$ cat src/rtl/pwm9_pkg.sv
package pwm9_pkg;
    localparam int CLKSEL_BITS = 2;
    localparam int DIVSEL_BITS = 2;
    localparam int EXP_BITS    = 3;
    localparam int RES_BITS    = 9;
    localparam int NUM_REFS    = (1 << CLKSEL_BITS) - 1;

    typedef enum logic [2:0] {
        ADDR_CLK   = 3'd0,
        ADDR_DIV   = 3'd1,
        ADDR_DUTY  = 3'd2,
        ADDR_CTRL  = 3'd3,
        ADDR_SYNC  = 3'd4,
        ADDR_TYPE  = 3'd5
    } reg_addr_e;

    typedef struct packed {
        logic [CLKSEL_BITS-1:0] clk_sel;
        logic [DIVSEL_BITS-1:0] div_sel;
        logic [EXP_BITS-1:0]    expo;
        logic [RES_BITS-1:0]    duty;
    } pwm_cfg_t;

    typedef struct packed {
        logic [CLKSEL_BITS-1:0] clk_sel;
        logic [DIVSEL_BITS-1:0] div_sel;
        logic [EXP_BITS-1:0]    expo;
        logic [RES_BITS-1:0]    duty;
        logic                   out_en;
        logic                   src_ramp;
        logic                   glitch_en;
        pwm_cfg_t               act;
    } chan_regs_t;
endpackage

$ cat src/rtl/pwm_ref_sel.sv
module pwm_ref_sel
    import pwm9_pkg::*;
#(
    parameter int SEL_W = CLKSEL_BITS,
    localparam int NREF = (1 << SEL_W) - 1
) (
    input  logic [SEL_W-1:0] sel,
    input  logic [NREF-1:0]  ref_tick,
    output logic             tick
);
    logic [NREF-1:0] hit;

    for (genvar i = 0; i < NREF; i++) begin : g_ref
        assign hit[i] = ref_tick[i] && (sel == SEL_W'(i + 1));
    end

    assign tick = |hit;
endmodule

$ cat src/rtl/pwm_prescaler.sv
module pwm_prescaler
    import pwm9_pkg::*;
#(
    parameter int DSEL_W = DIVSEL_BITS,
    parameter int EXP_W  = EXP_BITS,
    localparam int CNT_W = 3 + (1 << EXP_W) - 1
) (
    input  logic              clk,
    input  logic              rst_n,
    input  logic              tick,
    input  logic              sync,
    input  logic [DSEL_W-1:0] div_sel,
    input  logic [EXP_W-1:0]  expo,
    output logic              step_tick
);
    typedef struct packed {
        logic [CNT_W-1:0] cnt;
    } pre_state_t;

    pre_state_t q, d;
    logic [CNT_W-1:0] limit;
    logic             last;

    function automatic logic [CNT_W-1:0] step_len(input logic [DSEL_W-1:0] s,
                                                  input logic [EXP_W-1:0] e);
        logic [CNT_W-1:0] base;
        if (int'(s) == 0)      base = CNT_W'(1);
        else if (int'(s) == 1) base = CNT_W'(3);
        else if (int'(s) == 2) base = CNT_W'(5);
        else                   base = CNT_W'(6);
        return base << e;
    endfunction

    always_comb begin
        d     = q;
        limit = step_len(div_sel, expo);
        last  = (q.cnt >= (limit - CNT_W'(1)));
        step_tick = tick && last;
        if (sync) begin
            d.cnt = '0;
        end else if (tick) begin
            d.cnt = last ? '0 : q.cnt + CNT_W'(1);
        end
    end

    always_ff @(posedge clk) begin
        if (!rst_n) q <= '0;
        else        q <= d;
    end

    // with no selected tick the prescaler does not move
    a_r4_hold_without_tick: assert property (@(posedge clk) disable iff (!rst_n)
        (!tick && !sync) |=> $stable(q.cnt));
endmodule

$ cat src/rtl/pwm_step_gen.sv
module pwm_step_gen
    import pwm9_pkg::*;
#(
    parameter int RES_W = RES_BITS
) (
    input  logic             clk,
    input  logic             rst_n,
    input  logic             step_tick,
    input  logic             sync,
    input  logic [RES_W-1:0] duty,
    input  logic             out_en,
    input  logic             clk_on,
    output logic             pwm_out,
    output logic             boundary
);
    localparam logic [RES_W-1:0] STEP_LAST = '1;

    typedef struct packed {
        logic [RES_W-1:0] step;
    } step_state_t;

    step_state_t q, d;

    always_comb begin
        d        = q;
        boundary = step_tick && (q.step == STEP_LAST) && !sync;
        if (sync)           d.step = '0;
        else if (step_tick) d.step = q.step + RES_W'(1);
        pwm_out = out_en && clk_on && (q.step < duty);
    end

    always_ff @(posedge clk) begin
        if (!rst_n) q <= '0;
        else        q <= d;
    end

    // a sync restarts at step zero
    a_r8_sync_restart: assert property (@(posedge clk) disable iff (!rst_n)
        sync |=> (q.step == '0));
    // a period ends by wrapping to step zero
    a_r2_wrap_after_strobe: assert property (@(posedge clk) disable iff (!rst_n)
        boundary |=> (q.step == '0));
endmodule

$ cat src/rtl/prescaled_pwm9.sv
module prescaled_pwm9
    import pwm9_pkg::*;
(
    input  logic                clk,
    input  logic                rst_n,
    input  logic [NUM_REFS-1:0] ref_tick,
    input  logic                wr_en,
    input  logic [2:0]          wr_addr,
    input  logic [RES_BITS-1:0] wr_data,
    input  logic [RES_BITS-1:0] ramp_duty,
    output logic                pwm_out,
    output logic                period_strobe
);
    chan_regs_t q, d;
    pwm_cfg_t   staged;
    logic       sync;
    logic       sel_tick;
    logic       step_tick;
    logic       boundary;

    always_comb begin
        d    = q;
        sync = wr_en && (wr_addr == ADDR_SYNC) && wr_data[0];
        if (wr_en) begin
            case (reg_addr_e'(wr_addr))
                ADDR_CLK:  d.clk_sel = wr_data[CLKSEL_BITS-1:0];
                ADDR_DIV: begin
                    d.div_sel = wr_data[6:5];
                    d.expo    = wr_data[EXP_BITS-1:0];
                end
                ADDR_DUTY: d.duty = wr_data;
                ADDR_CTRL: begin
                    d.out_en   = wr_data[7];
                    d.src_ramp = wr_data[1];
                end
                ADDR_TYPE: d.glitch_en = wr_data[5];
                default: ;
            endcase
        end
        staged.clk_sel = q.clk_sel;
        staged.div_sel = q.div_sel;
        staged.expo    = q.expo;
        staged.duty    = q.src_ramp ? ramp_duty : q.duty;
        if (!q.glitch_en || boundary || sync || (q.act.clk_sel == '0))
            d.act = staged;
    end

    always_ff @(posedge clk) begin
        if (!rst_n) q <= '0;
        else        q <= d;
    end

    pwm_ref_sel #(.SEL_W(CLKSEL_BITS)) u_ref_sel (
        .sel      (q.act.clk_sel),
        .ref_tick (ref_tick),
        .tick     (sel_tick)
    );

    pwm_prescaler #(.DSEL_W(DIVSEL_BITS), .EXP_W(EXP_BITS)) u_prescaler (
        .clk       (clk),
        .rst_n     (rst_n),
        .tick      (sel_tick),
        .sync      (sync),
        .div_sel   (q.act.div_sel),
        .expo      (q.act.expo),
        .step_tick (step_tick)
    );

    pwm_step_gen #(.RES_W(RES_BITS)) u_step_gen (
        .clk       (clk),
        .rst_n     (rst_n),
        .step_tick (step_tick),
        .sync      (sync),
        .duty      (q.act.duty),
        .out_en    (q.out_en),
        .clk_on    (q.act.clk_sel != '0),
        .pwm_out   (pwm_out),
        .boundary  (boundary)
    );

    assign period_strobe = boundary;

    // zero duty never drives high
    a_r6_zero_duty_low: assert property (@(posedge clk) disable iff (!rst_n)
        (q.act.duty == '0) |-> !pwm_out);
    // no strobe without a running reference
    a_r4_strobe_needs_clock: assert property (@(posedge clk) disable iff (!rst_n)
        period_strobe |-> (q.act.clk_sel != '0));
    // staged settings wait for the period end
    a_r9_glitch_hold: assert property (@(posedge clk) disable iff (!rst_n)
        (q.glitch_en && !boundary && !sync && (q.act.clk_sel != '0)) |=> $stable(q.act));
    // a stopped channel takes staged settings at once
    a_r11_stopped_loads: assert property (@(posedge clk) disable iff (!rst_n)
        (q.act.clk_sel == '0) |=> (q.act == $past(staged)));
endmodule

$ cat config.mk
export PLATFORM = sky130hd
export DESIGN_NAME = prescaled_pwm9
export DESIGN_NICKNAME = d
export VERILOG_FILES = /design/src/rtl/pwm9_pkg.sv /design/src/rtl/pwm_ref_sel.sv /design/src/rtl/pwm_prescaler.sv /design/src/rtl/pwm_step_gen.sv /design/src/rtl/prescaled_pwm9.sv
export SDC_FILE = /design/constraint.sdc
export NUM_CORES = 1
export LEC_CHECK = 0
export ABC_CLOCK_PERIOD_IN_PS = 3910
export BUFFER_PORTS_ARGS = -buffer_cell sky130_fd_sc_hd__buf_4
export CAP_MARGIN = 20
export CORE_ASPECT_RATIO = 0.5
export CORE_MARGIN = 3
export CORE_UTILIZATION = 49
export CTS_CLUSTER_DIAMETER = 80
export CTS_CLUSTER_SIZE = 25
export DETAILED_ROUTE_END_ITERATION = 10
export GPL_TIMING_DRIVEN = 0
export PLACE_DENSITY = 0.7
export SETUP_SLACK_MARGIN = 0.1
export SYNTH_ARGS = -nofsm -noshare
export SYNTH_HDL_FRONTEND = slang
export SYNTH_SLANG_ARGS = --single-unit
$ cat constraint.sdc
create_clock -name clk -period 3.91 [get_ports clk]
set_clock_uncertainty 0.1 [all_clocks]
set_input_delay 0.5865 -clock clk [delete_from_list [all_inputs] [get_ports clk]]
set_output_delay 0.5865 -clock clk [all_outputs]
set_load 0.05 [all_outputs]
-- Word-level counts from Yosys, hierarchy flattened
Index checks and enable logic that the tools add are counted.
- input bits: 27
- output and inout bits: 2
- register bits after elaboration: 54
- equality and inequality tests: 11
- reduce and logical (&&, ||, !) cells: 26
- $lt $le $gt $ge: 2
- shift-type cells: 1
- add/subtract/negate cells: 3
- muxes and demuxes: 5
- bitwise logic cells: 1
- operators with widths (operator ; count):
    two-way mux 10 bit ; 3
    adder 10 x 1 -> 10 bit, second input constant ; 1
    greater-or-equal comparator 10 bit ; 1
    logical AND 1 bit ; 10
    AND reduction 2 bit ; 5
    << shifter 10 x 3 -> 10 bit ; 1
    subtractor 10 x 1 -> 10 bit, second input constant ; 1
    adder 9 x 1 -> 9 bit, second input constant ; 1
    equality test 9 bit, second input constant ; 1
    less-than comparator 9 bit ; 1
    two-way mux 9 bit ; 1
    equality test 2 bit, second input constant ; 4
    equality test 3 x 2 -> 1 bit, second input constant ; 2
    equality test 3 bit, second input constant ; 2
    zero test 2 bit ; 2
    equality test 3 x 1 -> 1 bit, second input constant ; 1
    zero test 3 bit ; 1
    logical OR 1 bit ; 3
    OR reduction 3 bit ; 1
    equality test 2 x 1 -> 1 bit, second input constant ; 1
    zero test 1 bit ; 2
    two-way mux 2 bit ; 1
    nonzero test 2 bit ; 1
    OR reduction 2 bit ; 1
    NOT 1 bit ; 1

-- Longest topological paths before layout
Gate-level depths: netlist of the first run.
- depth after elaboration: 13
- mapped depth: 20
- gate-level depth less buffers: 16

-- Modules after synthesis
From an unflattened synthesis of the first run, not the netlist that was laid out.
- cell total of the unflattened synthesis: 369
- area, all modules: 3174.3 µm²
- by module, submodules not included (module ; cells each ; area each (µm²) ; times used):
    prescaled_pwm9 ; 162 ; 1554.0 ; 1
    pwm_prescaler ; 131 ; 978.4 ; 1
    pwm_step_gen ; 73 ; 618.1 ; 1
    pwm_ref_sel ; 3 ; 23.8 ; 1

-- Worst setup path after synthesis of the first run
OpenSTA, ideal clock, no wires.
- path kind: register to output
- from: reg q[9] (netlist name)
- to: out period_strobe
- stages on the path, launching flop included: 19
- path buffers: 4
- data arrival time: 3801 ps
- setup slack: -578 ps
- cells stage by stage: dfxtp_1 > clkbuf_1 > clkbuf_1 > nand3_1 > o211ai_1 > ha_1 > clkbuf_1 > nand2_1 > a31oi_1 > nor2_1 > a21oi_1 > o31ai_1 > a222oi_1 > ha_1 > nand4_1 > or3_1 > buf_6 > a21oi_4 > and3_1
- word-level cells in the longest chain between the ends: 6
- ends and longest elaborated chain (what ; line ; source):
    start: declaration ; prescaled_pwm9.sv:14 ; chan_regs_t q, d;
    start signal: assignment ; prescaled_pwm9.sv:49 ; if (!rst_n) q <= '0;
    start signal: assignment ; prescaled_pwm9.sv:50 ; else q <= d;
    << shifter 10 x 3 -> 10 bit ; pwm_prescaler.sv:31 ; return base << e;
    subtractor 10 x 1 -> 10 bit ; pwm_prescaler.sv:37 ; last = (q.cnt >= (limit - CNT_W'(1)));
    greater-or-equal comparator 10 bit ; pwm_prescaler.sv:37 ;
    logical AND 1 bit ; pwm_prescaler.sv:38 ; step_tick = tick && last;
    logical AND 1 bit (2 in a row) ; pwm_step_gen.sv:26 ; boundary = step_tick && (q.step == STEP_LAST) && !sync;
    end: declaration ; prescaled_pwm9.sv:12 ; output logic period_strobe
Every way passes these cells.

-- Worst setup path in the final report of the first run
Ends and elaborated chain as after synthesis.

==> results of run 1 <==
## registers in the layout (all words and copies together), names as in the netlist
| signal | cells |
|---|---|
| q | 35 |
| u_step_gen.q | 9 |
| u_prescaler.q | 10 |
## timing repair
| action | in CTS | in global routing |
|---|---|---|
| pin swaps | 22 | 12 |
| gates cloned | 3 | 0 |
| gates resized for setup | 33 | 27 |
| hold buffers | 0 | 0 |
| hold endpoints to repair | 0 | 0 |
| setup buffers | 13 | 19 |
| setup endpoints to repair | 27 | 36 |
## how the worst max path moves through the flow
| stage | from | end | cells past startpoint |
|---|---|---|---|
| finish | q[9] | period_strobe | 17 |
| global route | q[9] | period_strobe | 18 |
| CTS | q[9] | period_strobe | 18 |
| detailed placement | q[10] | period_strobe | 18 |
| global placement | q[11] | period_strobe | 17 |
| floorplan | q[11] | period_strobe | 16 |
## logic make-up after synthesis
| family | count (synthesis) |
|---|---|
| AOI/OAI and AO/OA | 51 |
| xor gates and xnor gates | 16 |
| adders and majority gates | 22 |
| buffers and inverters | 36 |
| DFF | 54 |
| muxes | 40 |
| and+or+nand+nor | 156 |
## layer usage
metal,vias to the layer above,share of wire
met5,-,0
met4,0,0.0083
met3,9,0.043
met2,66,0.47
met1,1341,0.48
li1,1424,-
## area by class of cell
| class | count | area, um2 |
|---|---|---|
| multi-input combinational | 285 | 2081 |
| buffer | 19 | 182.7 |
| inverter | 16 | 60.06 |
| sequential | 54 | 1091 |
| fill | 474 | 1952 |
| tap | 88 | 110.1 |
| timing repair buffer | 59 | 509.2 |
| clock inverter | 3 | 45.04 |
| clock buffer | 5 | 125.1 |
## synth_stat cells, drive strengths merged, types with 2 or more instances
library cell   n
nand2         72
dfxtp         54
nor2          32
mux2i         31
ha            22
clkbuf        17
inv           16
nor2b         13
a21oi         11
xnor2         11
a21boi         9
mux2           9
nand3          8
nand4          7
o21ai          7
a211oi         6
xor2           5
and3           4
nand2b         4
a31oi          3
and2           3
buf            3
a31o           2
nand4b         2
nor3           2
nor3b          2
o22ai          2
o31ai          2
or2            2
or3            2
## per-stage QoR
stage	TNS, ns	instance area [um2]	power (W)	std cells	worst slack [ns]
4_1_cts	-5.190	4018	0.001190	513	-0.3730
5_1_grt	-8.382	4204	0.001234	529	-0.5048
2_1_floorplan	0	3258	0.0006349	375	0.02785
3_3_place_gp	-2.842	3563	0.0006699	489	-0.4023
3_5_place_dp	-4.124	3563	0.0006727	489	-0.4465
6_report	-2.504	4204	0.001195	529	-0.3265
## worst reg2reg max path, cell delays in order, from the launching register on
cell and delay [ns]:
sky130_fd_sc_hd__dfxtp_2 0.34, sky130_fd_sc_hd__clkbuf_16 0.15, sky130_fd_sc_hd__o211ai_1 0.21, sky130_fd_sc_hd__ha_2 0.24, sky130_fd_sc_hd__buf_8 0.12, sky130_fd_sc_hd__nand2_4 0.06
sky130_fd_sc_hd__a31oi_4 0.19, sky130_fd_sc_hd__nor2_1 0.07, sky130_fd_sc_hd__a21oi_1 0.15, sky130_fd_sc_hd__o31ai_1 0.10, sky130_fd_sc_hd__a222oi_1 0.32, sky130_fd_sc_hd__ha_1 0.29
sky130_fd_sc_hd__nand4_1 0.12, sky130_fd_sc_hd__a211oi_2 0.08, sky130_fd_sc_hd__a2111oi_4 0.34, sky130_fd_sc_hd__a21oi_4 0.10, sky130_fd_sc_hd__buf_4 0.15, sky130_fd_sc_hd__buf_6 0.10
sky130_fd_sc_hd__buf_6 0.10, sky130_fd_sc_hd__buf_6 0.12, sky130_fd_sc_hd__a21oi_4 0.16, sky130_fd_sc_hd__buf_12 0.13, sky130_fd_sc_hd__buf_16 0.11, sky130_fd_sc_hd__mux2i_1 0.18
## power groups by stage
stage	sequential, W	clock (W)	combinational (W)
finish	0.000560	0.000508	0.000128
detailed placement	0.000573	0	0.0000993
CTS	0.000561	0.000518	0.000111
global placement	0.000573	0	0.0000968
global route	0.000560	0.000536	0.000138
floorplan	0.000572	0	0.0000626
==> impl_summary.md, run 1 <==
Worst setup path
The number of cells on the worst reg-to-reg path is 23. Across all register-to-register paths, the minimum setup slack is -0.18 ns. The cell type of the slowest stage on the worst timing path is sky130_fd_sc_hd__or3_4.

The cell family with the largest share of critical-path delay is compound AO/OA/AOI/OAI gates. In this run the critical register-to-register path is captured at q[10]. The stage delay of the slowest cell on the critical path is ~0.42 ns. The buffer and inverter count on the worst path is 4. The startpoint of the worst-slack reg-to-reg timing path is q[9]. At the worst endpoint, the required time is between 3 and 4 ns. In this run the worst path has a maximum fanout of 5. For the worst setup path, the data arrival time is roughly 3.6 ns. The category of the worst setup path launch point is a flip-flop. The critical path is of the reg2out type. The cell with the most instances on the worst path is sky130_fd_sc_hd__buf_8. The critical path goes through clkbuf_16, o211ai_1, ha_2, buf_8, nand2_4, a31oi_4, nor2_1, a21oi_1, o31ai_1, a222oi_1, ha_1, nand4_1, or3_4, buf_6, a21oi_4, and3_4, buf_8.

STA classifies the critical path endpoint as an output port.

Logic synthesis
Among all flip-flop cells after synthesis, the most frequent one is sky130_fd_sc_hd__dfxtp_1. A synthesized cell averages ~8.5 um2. In the synthesized netlist, the number of instances is between 300 and 400. Ranked by total cell area, the synthesized netlist is headed by sky130_fd_sc_hd__dfxtp_1 (34%), sky130_fd_sc_hd__mux2i_1 (9.5%), sky130_fd_sc_hd__ha_1 (8.7%). The share of the synthesized netlist area taken by xor and xnor gates is 0.04416. The number of warning messages in the yosys log is 0. The multiplexer fraction of the synthesized cell area is 0.1309. Of the total synthesized cell area, the portion taken by AND, OR, NAND and NOR gates is 0.2283.

The area share of the leading cell type in the synthesized netlist is 0.3407. The synthesized design contains 54 register bits. The fraction of the yosys area taken by sequential cells is 0.3407. The synthesized design contains 0 enable-type register cells. The cell taking the most area after synthesis is sky130_fd_sc_hd__dfxtp_1. Synthesis instantiated 47 different standard cells from the library. The combinational family with the most area after synthesis is simple AND/OR/NAND/NOR gates. The share of flip-flops with an asynchronous set or reset is 0. The total nets after synthesis is 424. The cell area that synthesis handed to floorplanning was between 0.003 and 0.004 mm2. The fraction of the mapped netlist area in compound gates is 0.1215. Of the total synthesized cell area, the portion taken by full adders, half adders and majority gates is 0.08675.

Outcome
The final reports fail on setup timing. The run finished, with violations left.

Global route
The number of global-route vias before repair is 2705. In the global route stage, met3 resource usage came out at 0.04159. The most utilized layer in the global route result is met2. Entering global routing, the biggest net connects 18 pins. In the global route stage, overall resource usage came out at 0.2013.

In the global route stage, met2 resource usage came out at 0.3343. The first global-routing pass estimated ~13000 um of wire. The global-route congestion overflow total is 0.

The number of antenna violations at the first check in global routing is 0. In the global route stage, met1 resource usage came out at 0.2726.

Timing
The number of hold violations in the final report came to 0. The time the worst path needs with I/O delays and setup is about 4.2 ns. At the pin with the least slew margin, the transition time is about 0.53 ns.

The worst hold-check slack is 0.3616 ns. Setup violations remaining at the end of the flow were counted as 18. Headroom to the max-slew limit came out at 0.6468. The final-report max-slew violation count is 0. The post-route fraction of the period consumed by the critical path is 1.084. Setup slack on the critical path of the routed design comes to -0.3265 ns. Setup repair after global routing could not meet its margin everywhere. For this run, the top clock speed supported by timing is ~240 MHz.

Place
The congestion estimate from routability-driven global placement came to around 0.85. Detailed placement finished with a half-perimeter wire length of just over 5000 um. The number of input and output port buffers inserted is 26.

Route
In this run the remaining antenna-violating nets after routing total 0. The first detailed-routing pass took 5 iterations. The first routing iteration left ~270 violations. The final routed DRC violation total is 0. The overall routed net length is ~7700 um. The via total after detailed routing is around 2800. The wire length per cell is 14.53 um. Using the TritonRoute via totals, the vias-per-cell ratio works out to approximately 5.4.

Clock tree
The clock sink total is 54. The clock slew at the register clock pins of the worst setup and hold paths is roughly 0.070 ns. The total clock buffers created by CTS is 5. In this run the clock root is driven by a sky130_fd_sc_hd__clkbuf_16.

In this run the deepest clock path goes through 2 buffers. The clock tree from TritonCTS is built. The H-tree depth reported by CTS is 2.

For the worst-skew pair, the clock arrives at the later sink with an insertion delay of ~0.29 ns.

Die
The number of primary I/O pins is 29. The cell row count is 20. The core box area is between 0.006 and 0.007 mm2.

The starting density of the core is 0.5154. The die span in y is around 63 um. The die covers approximately 0.0075 mm2. From left edge to right edge, the die measures ~120 um.

Hold path
The type of the worst min-delay path is reg2reg. In this run the most critical hold path is launched from q[30]. The number of instances on the worst hold path is 2. For hold timing, the worst endpoint is q[11].

Pwr
Across the VDD grid, the largest voltage drop is around 230 uV. The sequential share of power is 0.468. Power spread over the standard cell area amounts to approximately 280 mW/mm2. The power dissipated by switching net loads is ~0.00027 W. Of the total power, the share spent switching nets is 0.2268.

In this run the static leakage power is ~1.6 nW. The share of power burned in combinational logic is 0.107. Of the total power, the clock network draws 0.425.

The design internal power is approximately 0.0009 W.

Cells and area
The diode insertion count for antenna repair is 0. From synthesis to final layout, the design area changed by 32.49%. The library cells used most frequently in the layout, excluding fill and tap cells, are sky130_fd_sc_hd__nand2_1 (70), sky130_fd_sc_hd__dfxtp_1 (50), sky130_fd_sc_hd__buf_4 (49). The final core utilization is 0.6829. The most common cell after layout, fill and taps aside is sky130_fd_sc_hd__nand2_1.

The net count reported at finish is 489. The share of cells above drive strength 1 is 0.2834.

Run
The tool flagged a number of max-cap violations equal to 0.
Power figures use the tool's default switching activity.
==> run 2: changes to the inputs <==
--- a/config.mk
+++ b/config.mk
@@ -5,7 +5,7 @@
 export SDC_FILE = /design/constraint.sdc
 export NUM_CORES = 1
 export LEC_CHECK = 0
-export ABC_CLOCK_PERIOD_IN_PS = 3910
+export ABC_CLOCK_PERIOD_IN_PS = 3900
 export BUFFER_PORTS_ARGS = -buffer_cell sky130_fd_sc_hd__buf_4
 export CAP_MARGIN = 20
 export CORE_ASPECT_RATIO = 0.5
@@ -15,7 +15,7 @@
 export CTS_CLUSTER_SIZE = 25
 export DETAILED_ROUTE_END_ITERATION = 10
 export GPL_TIMING_DRIVEN = 0
-export PLACE_DENSITY = 0.7
+export PLACE_DENSITY = 0.68
 export SETUP_SLACK_MARGIN = 0.1
 export SYNTH_ARGS = -nofsm -noshare
 export SYNTH_HDL_FRONTEND = slang
==> constraint.sdc (replaced) <==
create_clock -name clk -period 3.9 [get_ports clk]
set_clock_uncertainty 0.1 [all_clocks]
set_input_delay 0.585 -clock clk [delete_from_list [all_inputs] [get_ports clk]]
set_output_delay 0.585 -clock clk [all_outputs]
set_load 0.05 [all_outputs]
==> run 2 against run 1 <==
The flow still finishes with violations (setup timing). First-iteration DRC count shrank 26%. Final area down 1.7%. Combinational power is essentially flat. Setup slack worse by 0.19 ns. Sequential share of layout area is 0.44 points higher. Flip-flop and latch count is the same. Global-route usage increased by 1.6 points. Die area is the same. Critical path depth increased by 1. Largest power group unchanged.
==> impl_summary.md, run 2 (synthesis gave the netlist of run 1 again) <==
Timing
The post-route fraction of the period consumed by the critical path is 1.133. The time the worst path needs with I/O delays and setup is between 4 and 5 ns. Setup repair after global routing could not meet its margin everywhere.

The relative slew slack is 0.6374 (-0.009341). The actual slew at the worst max-slew pin is 0.5415 ns (+0.01164 ns). The worst hold-check slack was 0.3502 ns (-0.01145 ns). The minimum setup slack in the final design is -0.5172 ns (-0.1907 ns). The upper clock frequency limit is 226.4 MHz. The final number of setup-violating endpoints is 19 (+1). The number of hold violations in the final report came to 0 (unchanged).

The final-report max-slew violation count was 0 (unchanged).

Route
The final routed DRC violation total is 0 (unchanged). The overall routed net length is 8051 um (+4.7%). The detail-routed via count per cell was 5.345 (-0.45%).

The starting DRC count in detailed routing is 197 (-26%). The number of iterations in the first detailed-routing pass is 6 (+1). The via total after detailed routing is 2822 (-0.63%). The wire length per cell is 15.25 um (+4.9%). The final antenna-violating net count came to 0 (unchanged).

Worst setup path
The cell type of the slowest stage on the worst timing path is sky130_fd_sc_hd__a222oi_1. The buffer and inverter count on the worst path is 4 (unchanged). The arrival time at the worst endpoint is 3.73 ns (+0.18 ns). The required arrival time at the worst endpoint is 3.21 ns (about the same).

The critical path goes through clkbuf_16, o211ai_1, ha_4, buf_8, nand2_4, a31oi_4, nor2_1, a21oi_1, o31ai_1, a222oi_1, ha_1, nand4_1, buf_4, a211oi_2, a2111oi_4, a21oi_4, and3_4, buf_8. STA classifies the critical path endpoint as an output port. Counting stages on the worst path, the most repeated cell is sky130_fd_sc_hd__buf_8. The kind of critical path is reg2out. The stage delay of the slowest cell on the critical path is 0.40 ns (-0.02 ns). The cell family contributing the most delay on the critical path is compound AO/OA/AOI/OAI gates. The worst-path maximum fanout came to 5 (unchanged). The category of the worst setup path launch point is a flip-flop.

Global route
The total global-route track usage is 0.2176 (+0.01625). The maximum number of pins on one net before global-route repair is 16 (-2). The number of antenna violations at the first check in global routing is 0 (unchanged).

The global-route congestion overflow total is 0 (unchanged). The number of global-route vias before repair was 2774 (+2.6%). The wire length of the first global-routing pass is 13120 um (+4.9%).

Cells and area
More flip-flops sit in one register than any other, and that register is q. The diode insertion count for antenna repair was 0 (unchanged). In the final layout, the registers with the most flip-flops are q: 35 flops, u_prescaler.q: 10 flops, u_step_gen.q: 9 flops. The final cell area excluding filler cells is 0.004134 mm2 (-1.7%). In the layout the commonest cells are sky130_fd_sc_hd__nand2_1 (70), sky130_fd_sc_hd__buf_4 (53), sky130_fd_sc_hd__dfxtp_1 (50).

The most common cell after layout, fill and taps aside is sky130_fd_sc_hd__nand2_1. Compared with the post-synthesis result, the final layout area differs by 30.28%. The net count reported at finish was 488 (-0.20%). The number of inserted filler cells in the final layout was 513 (+8.2%).

The number of flip-flops under the largest register name came to 35 (unchanged). The final core utilization is 0.6715 (-0.01138). The share of cells above drive strength 1 came to 0.2568 (-0.02663).

The non-filler instance count after layout came to 528 (-0.19%).

Place
The number of input and output port buffers inserted came to 26 (unchanged). The placer's final routability congestion estimate came to 0.8414 (-0.71%). The cell count after placement is 489 (unchanged). The placed standard-cell area came to 0.003563 mm2 (unchanged). The detailed-placement wirelength estimate is 5213 um (+3.1%).

Outcome
The run finished, with violations left. The checks that failed: setup timing.

Run
The number of max-cap violations is 0 (unchanged).

Pwr
The areal power density over the cells was 288.4 mW/mm2 (+1.4%). The worst voltage drop across the vdd grid is 162.8 uV (-28%). The post-layout total power is 0.001192 W (-0.27%). The standby leakage power is 1.551 nW (-1.5%).

Die
The die span in y is 62.90 um (unchanged). The number of primary I/O pins is 29 (unchanged). The starting density of the core came to 0.5154 (unchanged).

The cell row count is 20 (unchanged). The core box area was 0.006156 mm2 (unchanged). The overall die area came to 0.007536 mm2 (unchanged). The die width is 119.8 um (unchanged).

Clock tree
The clock slew at the register clock pins of the worst setup and hold paths came to 0.07 ns (about the same). Clock tree synthesis selected as its root buffer the cell sky130_fd_sc_hd__clkbuf_16. The clock sink total is 54 (unchanged). The H-tree depth reported by CTS is 2 (unchanged). The clock tree from TritonCTS is built. The clock latency at the later pin of the worst-skew pair came to 0.29 ns (about the same). The total clock buffers created by CTS is 5 (unchanged). The deepest clock path buffer count is 2 (unchanged).

The number of buffers added to fix hold violations after cts came to 0 (unchanged).

Hold path
The tightest min-delay check is of the reg2reg type.
## run 2: cell types whose count changed in the layout (fill, tap and decap cells not counted), sizes merged
cell | before | now
clkbuf | 16 | 18
clkinvlp | 2 | 0
buf | 67 | 66
## run 2: final timing paths
check              from       endpoint  slack [ns]  cells after the start
setup / recovery   q[9]  period_strobe       -0.52                     18
hold / removal    q[31]          q[12]        0.35                      2
setup reg to reg   q[9]          q[15]       -0.27                     21
hold reg to reg   q[31]          q[12]        0.35                      2
## run 2: final cells by class
| type | instances | area [um2] | area share |
|---|---|---|---|
| multi-input cells | 285 | 2052 | 0.4964 |
| flip-flops and latches | 54 | 1091 | 0.2639 |
| plain buffers | 19 | 178.9 | 0.04328 |
| clock inverters | 1 | 30.03 | 0.007264 |
| repair buffers | 58 | 479.2 | 0.1159 |
| clock buffers | 7 | 132.6 | 0.03208 |
| well taps | 88 | 110.1 | 0.02663 |
| inverters | 16 | 60.06 | 0.01453 |
## run 2: timing repair
| action | CTS | global route |
|---|---|---|
| pin swaps | 13 | 15 |
| cloned | 2 | 0 |
| setup endpoints to repair | 33 | 36 |
| buffers inserted | 19 | 12 |
| gates resized for setup | 23 | 17 |
## run 2: through the flow
stage                     setup TNS, ns  setup WS [ns]
after floorplan                       0        0.01935
after global placement           -2.564        -0.3920
after detailed placement         -5.778        -0.4900
after CTS                        -1.779        -0.4441
after global routing             -9.119        -0.6747
final                            -3.714        -0.5172
## run 2: worst reg2reg max path: cells and delay by family (launching register included)
kind,cells,cell delay (ns)
AO/OA/AOI/OAI,9,1.87
adder cells (fa/ha/maj),2,0.51
buffers and inverters,6,0.84
flip-flops,1,0.34
multiplexers,1,0.19
AND/OR/NAND/NOR,3,0.23
## run 2: report_power, final
group	switching, W	leakage [nW]	internal, W
sequential	0.00000428	0.439	0.000557
combinational	0.0000612	1.03	0.0000692
clock	0.000196	0.0781	0.000304
total	0.000262	1.55	0.000930
## run 2: routing by layer
layer	up-vias	track usage	routed length (um)
met5	-	0	0
met4	0	0.08274	235
met3	25	0.05063	374
met2	73	0.3624	3846
met1	1311	0.2753	3595
li1	1413	-	-
==> run 3: changes to the inputs <==
--- a/config.mk
+++ b/config.mk
@@ -5,17 +5,18 @@
 export SDC_FILE = /design/constraint.sdc
 export NUM_CORES = 1
 export LEC_CHECK = 0
-export ABC_CLOCK_PERIOD_IN_PS = 3900
+export ABC_CLOCK_PERIOD_IN_PS = 3660
 export BUFFER_PORTS_ARGS = -buffer_cell sky130_fd_sc_hd__buf_4
 export CAP_MARGIN = 20
 export CORE_ASPECT_RATIO = 0.5
 export CORE_MARGIN = 3
 export CORE_UTILIZATION = 49
+export CTS_BUF_LIST = sky130_fd_sc_hd__clkbuf_2 sky130_fd_sc_hd__clkbuf_4 sky130_fd_sc_hd__clkbuf_8
 export CTS_CLUSTER_DIAMETER = 80
 export CTS_CLUSTER_SIZE = 25
 export DETAILED_ROUTE_END_ITERATION = 10
 export GPL_TIMING_DRIVEN = 0
-export PLACE_DENSITY = 0.68
+export PLACE_DENSITY = 0.7
 export SETUP_SLACK_MARGIN = 0.1
 export SYNTH_ARGS = -nofsm -noshare
 export SYNTH_HDL_FRONTEND = slang
==> constraint.sdc (replaced) <==
create_clock -name clk -period 3.66 [get_ports clk]
set_clock_uncertainty 0.1 [all_clocks]
set_input_delay 0.549 -clock clk [delete_from_list [all_inputs] [get_ports clk]]
set_output_delay 0.549 -clock clk [all_outputs]
set_load 0.05 [all_outputs]
==> run 3 against run 2 <==
The flow still finishes with violations (setup timing). Wire length shrank 6.9%. Critical path depth shrank 1. Flip-flop and latch count is the same. Global-route usage shrank 2.3 points. Combinational power grew 12%.
==> impl_summary.md, run 3 (synthesis gave the netlist of run 1 again) <==
Route
The via total after detailed routing came to 2781 (-1.5%). The wire length per cell came to 14.35 um (-5.9%). The overall routed net length is 7492 um (-6.9%). The starting DRC count in detailed routing is 235 (+19%). The number of iterations in the first detailed-routing pass is 4 (-2). The final routed DRC violation total came to 0 (unchanged). The detail-routed via count per cell is 5.328 (-0.32%). The final antenna-violating net count is 0 (unchanged).

Worst setup path
The arrival time at the worst endpoint came to 3.68 ns (-0.05 ns). The buffer and inverter count on the worst path is 4 (unchanged). The category of the worst setup path launch point is a flip-flop. The number of gates on the worst path with buffers counted is 17 (-1). In this run the worst setup path terminates at period_strobe.

The end of the worst register-to-register path is q[12]. The worst register-to-register path begins at q[9]. The cell family with the largest share of critical-path delay is compound AO/OA/AOI/OAI gates. The stage delay of the slowest cell on the critical path is 0.43 ns (+0.03 ns). The number of cells on the worst reg-to-reg path is 20 (-4.8%). The required arrival time at the worst endpoint came to 3.01 ns (-0.20 ns).

The worst reg-to-reg setup slack is -0.40 ns (-0.13 ns). In this design, the critical path's most frequently occurring cell is sky130_fd_sc_hd__buf_8. Walking the worst path, the cells encountered are clkbuf_16, o211ai_1, ha_4, buf_8, nand2_4, a31oi_4, nor2_2, a21oi_2, o31ai_1, a222oi_1, ha_1, nand4_1, or3_4, buf_6, a21oi_4, and3_4, buf_8.

The kind of critical path is reg2out. The cell type of the slowest stage on the worst timing path is sky130_fd_sc_hd__or3_4. In this run the worst setup path begins at q[9]. The worst-path maximum fanout is 5 (unchanged). The kind of end point of the critical path is an output port.

Timing
The relative slew slack came to 0.6197 (-0.01769). The number of hold violations in the final report is 0 (unchanged). The actual slew at the worst max-slew pin is 0.5704 ns (+0.02891 ns). The worst hold-check slack is 0.3567 ns (+0.006528 ns). Subtracting the final worst setup slack from the clock period gives 4.329 ns. The upper clock frequency limit is roughly 230 MHz.

Setup repair after global routing could not meet its margin everywhere. The final-report max-slew violation count is 0 (unchanged). The post-route fraction of the period consumed by the critical path is 1.183.

The minimum setup slack in the final design is -0.6687 ns (-0.1515 ns). The final number of setup-violating endpoints is 34 (+15).

Die
The core box area is 0.006156 mm2 (unchanged). The die span in y is 62.90 um (unchanged). The cell row count came to 20 (unchanged). The starting density of the core was 0.5154 (unchanged).

The die width is 119.8 um (unchanged). The number of primary I/O pins is 29 (unchanged). The overall die area came to 0.007536 mm2 (unchanged).

Place
The post-placement worst setup slack is -0.6499 ns (-0.1599 ns). The placer's final routability congestion estimate is 0.8450 (+0.43%). The number of input and output port buffers inserted came to 26 (unchanged). The detailed-placement wirelength estimate is 5127 um (-1.7%). The placed standard-cell area came to 0.003563 mm2 (unchanged).

Outcome
The final reports fail on setup timing. The flow ran to the end, but the final reports show violations.

Clock tree
The root cell of the clock tree is sky130_fd_sc_hd__clkbuf_8. The deepest clock path buffer count came to 2 (unchanged). The clock slew at the register clock pins of the worst setup and hold paths is 0.09 ns (+0.02 ns).

The clock sink total is 54 (unchanged). The clock latency at the later pin of the worst-skew pair is 0.31 ns (+0.02 ns). The total clock buffers created by CTS is 5 (unchanged). The clock tree from TritonCTS is built. The number of buffers added to fix hold violations after cts was 0 (unchanged). The H-tree depth reported by CTS is 2 (unchanged).

Pwr
The power dissipated by switching net loads is 0.0002797 W (+6.8%). The part of the total power dissipated in the clock network was 0.356 (-0.064). The share of power burned in combinational logic was 0.127 (+0.018). The switching share of power is 0.2419 (+0.02224). The areal power density over the cells was 285.3 mW/mm2 (-1.1%).

The worst voltage drop across the vdd grid is 180.5 uV (+11%). The design internal power is 0.0008763 W (-5.8%). The sequential share of power came to 0.517 (+0.046). The standby leakage power is 1.496 nW (-3.6%).

Global route
The number of global-route vias before repair is 2619 (-5.6%). The wire length of the first global-routing pass is 12050 um (-8.1%). The total global-route track usage came to 0.1950 (-0.02254). The global-route congestion overflow total is 0 (unchanged).

The number of antenna violations at the first check in global routing is 0 (unchanged). The maximum number of pins on one net before global-route repair came to 18 (+2).

Cells and area
In the layout the commonest cells are sky130_fd_sc_hd__nand2_1 (69), sky130_fd_sc_hd__dfxtp_1 (50), sky130_fd_sc_hd__buf_4 (49). The net count reported at finish was 482 (-1.2%). The final cell area excluding filler cells was 0.004051 mm2 (-2.0%). The register with the most flip-flops in the final layout is q. The diode insertion count for antenna repair is 0 (unchanged). The number of flip-flops under the largest register name is 35 (unchanged). Relative to the synthesized area, the layout overhead comes to 27.68%. The library cell used most frequently in the layout, excluding fill and tap cells, is sky130_fd_sc_hd__nand2_1. The share of cells above drive strength 1 is 0.2696 (+0.01277). The largest registers in the layout are q: 35 flops, u_prescaler.q: 10 flops, u_step_gen.q: 9 flops.

Run
The number of max-cap violations came to 0 (unchanged).

Hold path
The path class of the tightest hold or removal check is reg2reg.
## run 3: changes by cell type in the layout (fill, tap and decap cells not counted), moves of 2 or more
cell,previous run,this run
sky130_fd_sc_hd__clkbuf_1,11,9
sky130_fd_sc_hd__clkbuf_8,0,6
sky130_fd_sc_hd__clkinvlp_4,0,2
sky130_fd_sc_hd__buf_4,53,49
sky130_fd_sc_hd__a211oi_2,1,5
sky130_fd_sc_hd__clkbuf_16,6,1
sky130_fd_sc_hd__a211oi_1,5,1
## run 3: cell type report
cell class / instances / area (um2)
clock inverter: 3 / 45.04
buffer: 19 / 173.9
timing repair buffer: 52 / 430.4
sequential: 54 / 1091
tap: 88 / 110.1
clock buffer: 5 / 68.82
multi-input combinational: 285 / 2072
fill: 522 / 2105
inverter: 16 / 60.06
## run 3: power groups by stage
stage	Sequential [W]	Clock, W	Combinational, W
floorplan	0.000611	0	0.0000669
CTS	0.000599	0.000419	0.000115
detailed placement	0.000613	0	0.000107
finish	0.000598	0.000412	0.000146
global route	0.000599	0.000445	0.000159
global placement	0.000612	0	0.000103
## run 3: worst min-delay path, cell delays in order (launching register included)
cell and delay (ns):
sky130_fd_sc_hd__dfxtp_1 0.32, sky130_fd_sc_hd__nand2_1 0.05, sky130_fd_sc_hd__mux2i_1 0.05
## run 3: how the worst min path moves through the flow
stage          startpoint     to  slack (ns)  cells after the start
6_report            q[31]  q[12]        0.36                      2
4_1_cts             q[31]  q[12]        0.36                      2
5_1_grt        wr_data[8]  q[27]        0.39                      3
3_3_place_gp        q[29]  q[10]        0.35                      2
2_1_floorplan       q[29]  q[10]        0.33                      2
3_5_place_dp        q[31]  q[12]        0.35                      2
## run 3: stage by stage
stage / setup TNS (ns) / util / power, W / instances
after floorplan: -0.1800 / - / 0.0006783 / 375
after global placement: -8.264 / 0.5789 / 0.0007155 / 489
after detailed placement: -9.716 / 0.5789 / 0.0007193 / 489
after CTS: -6.370 / 0.6299 / 0.001133 / 507
after global routing: -13.91 / 0.6581 / 0.001204 / 522
final: -7.535 / 0.6581 / 0.001156 / 522
## run 3: what timing repair did
action | in CTS | in global routing
resized for setup | 23 | 23
gates cloned | 2 | 0
pin swaps | 15 | 22
endpoints found under the setup margin | 36 | 36
setup buffers | 8 | 17
## run 3: per-layer routing
| layer | GRT usage | vias to the layer above | share of wire |
|---|---|---|---|
| li1 | - | 1400 | - |
| met1 | 0.2642 | 1332 | 0.49 |
| met2 | 0.3202 | 42 | 0.47 |
| met3 | 0.04069 | 7 | 0.033 |
| met4 | 0.04565 | 0 | 0.0075 |
| met5 | 0 | - | 0 |
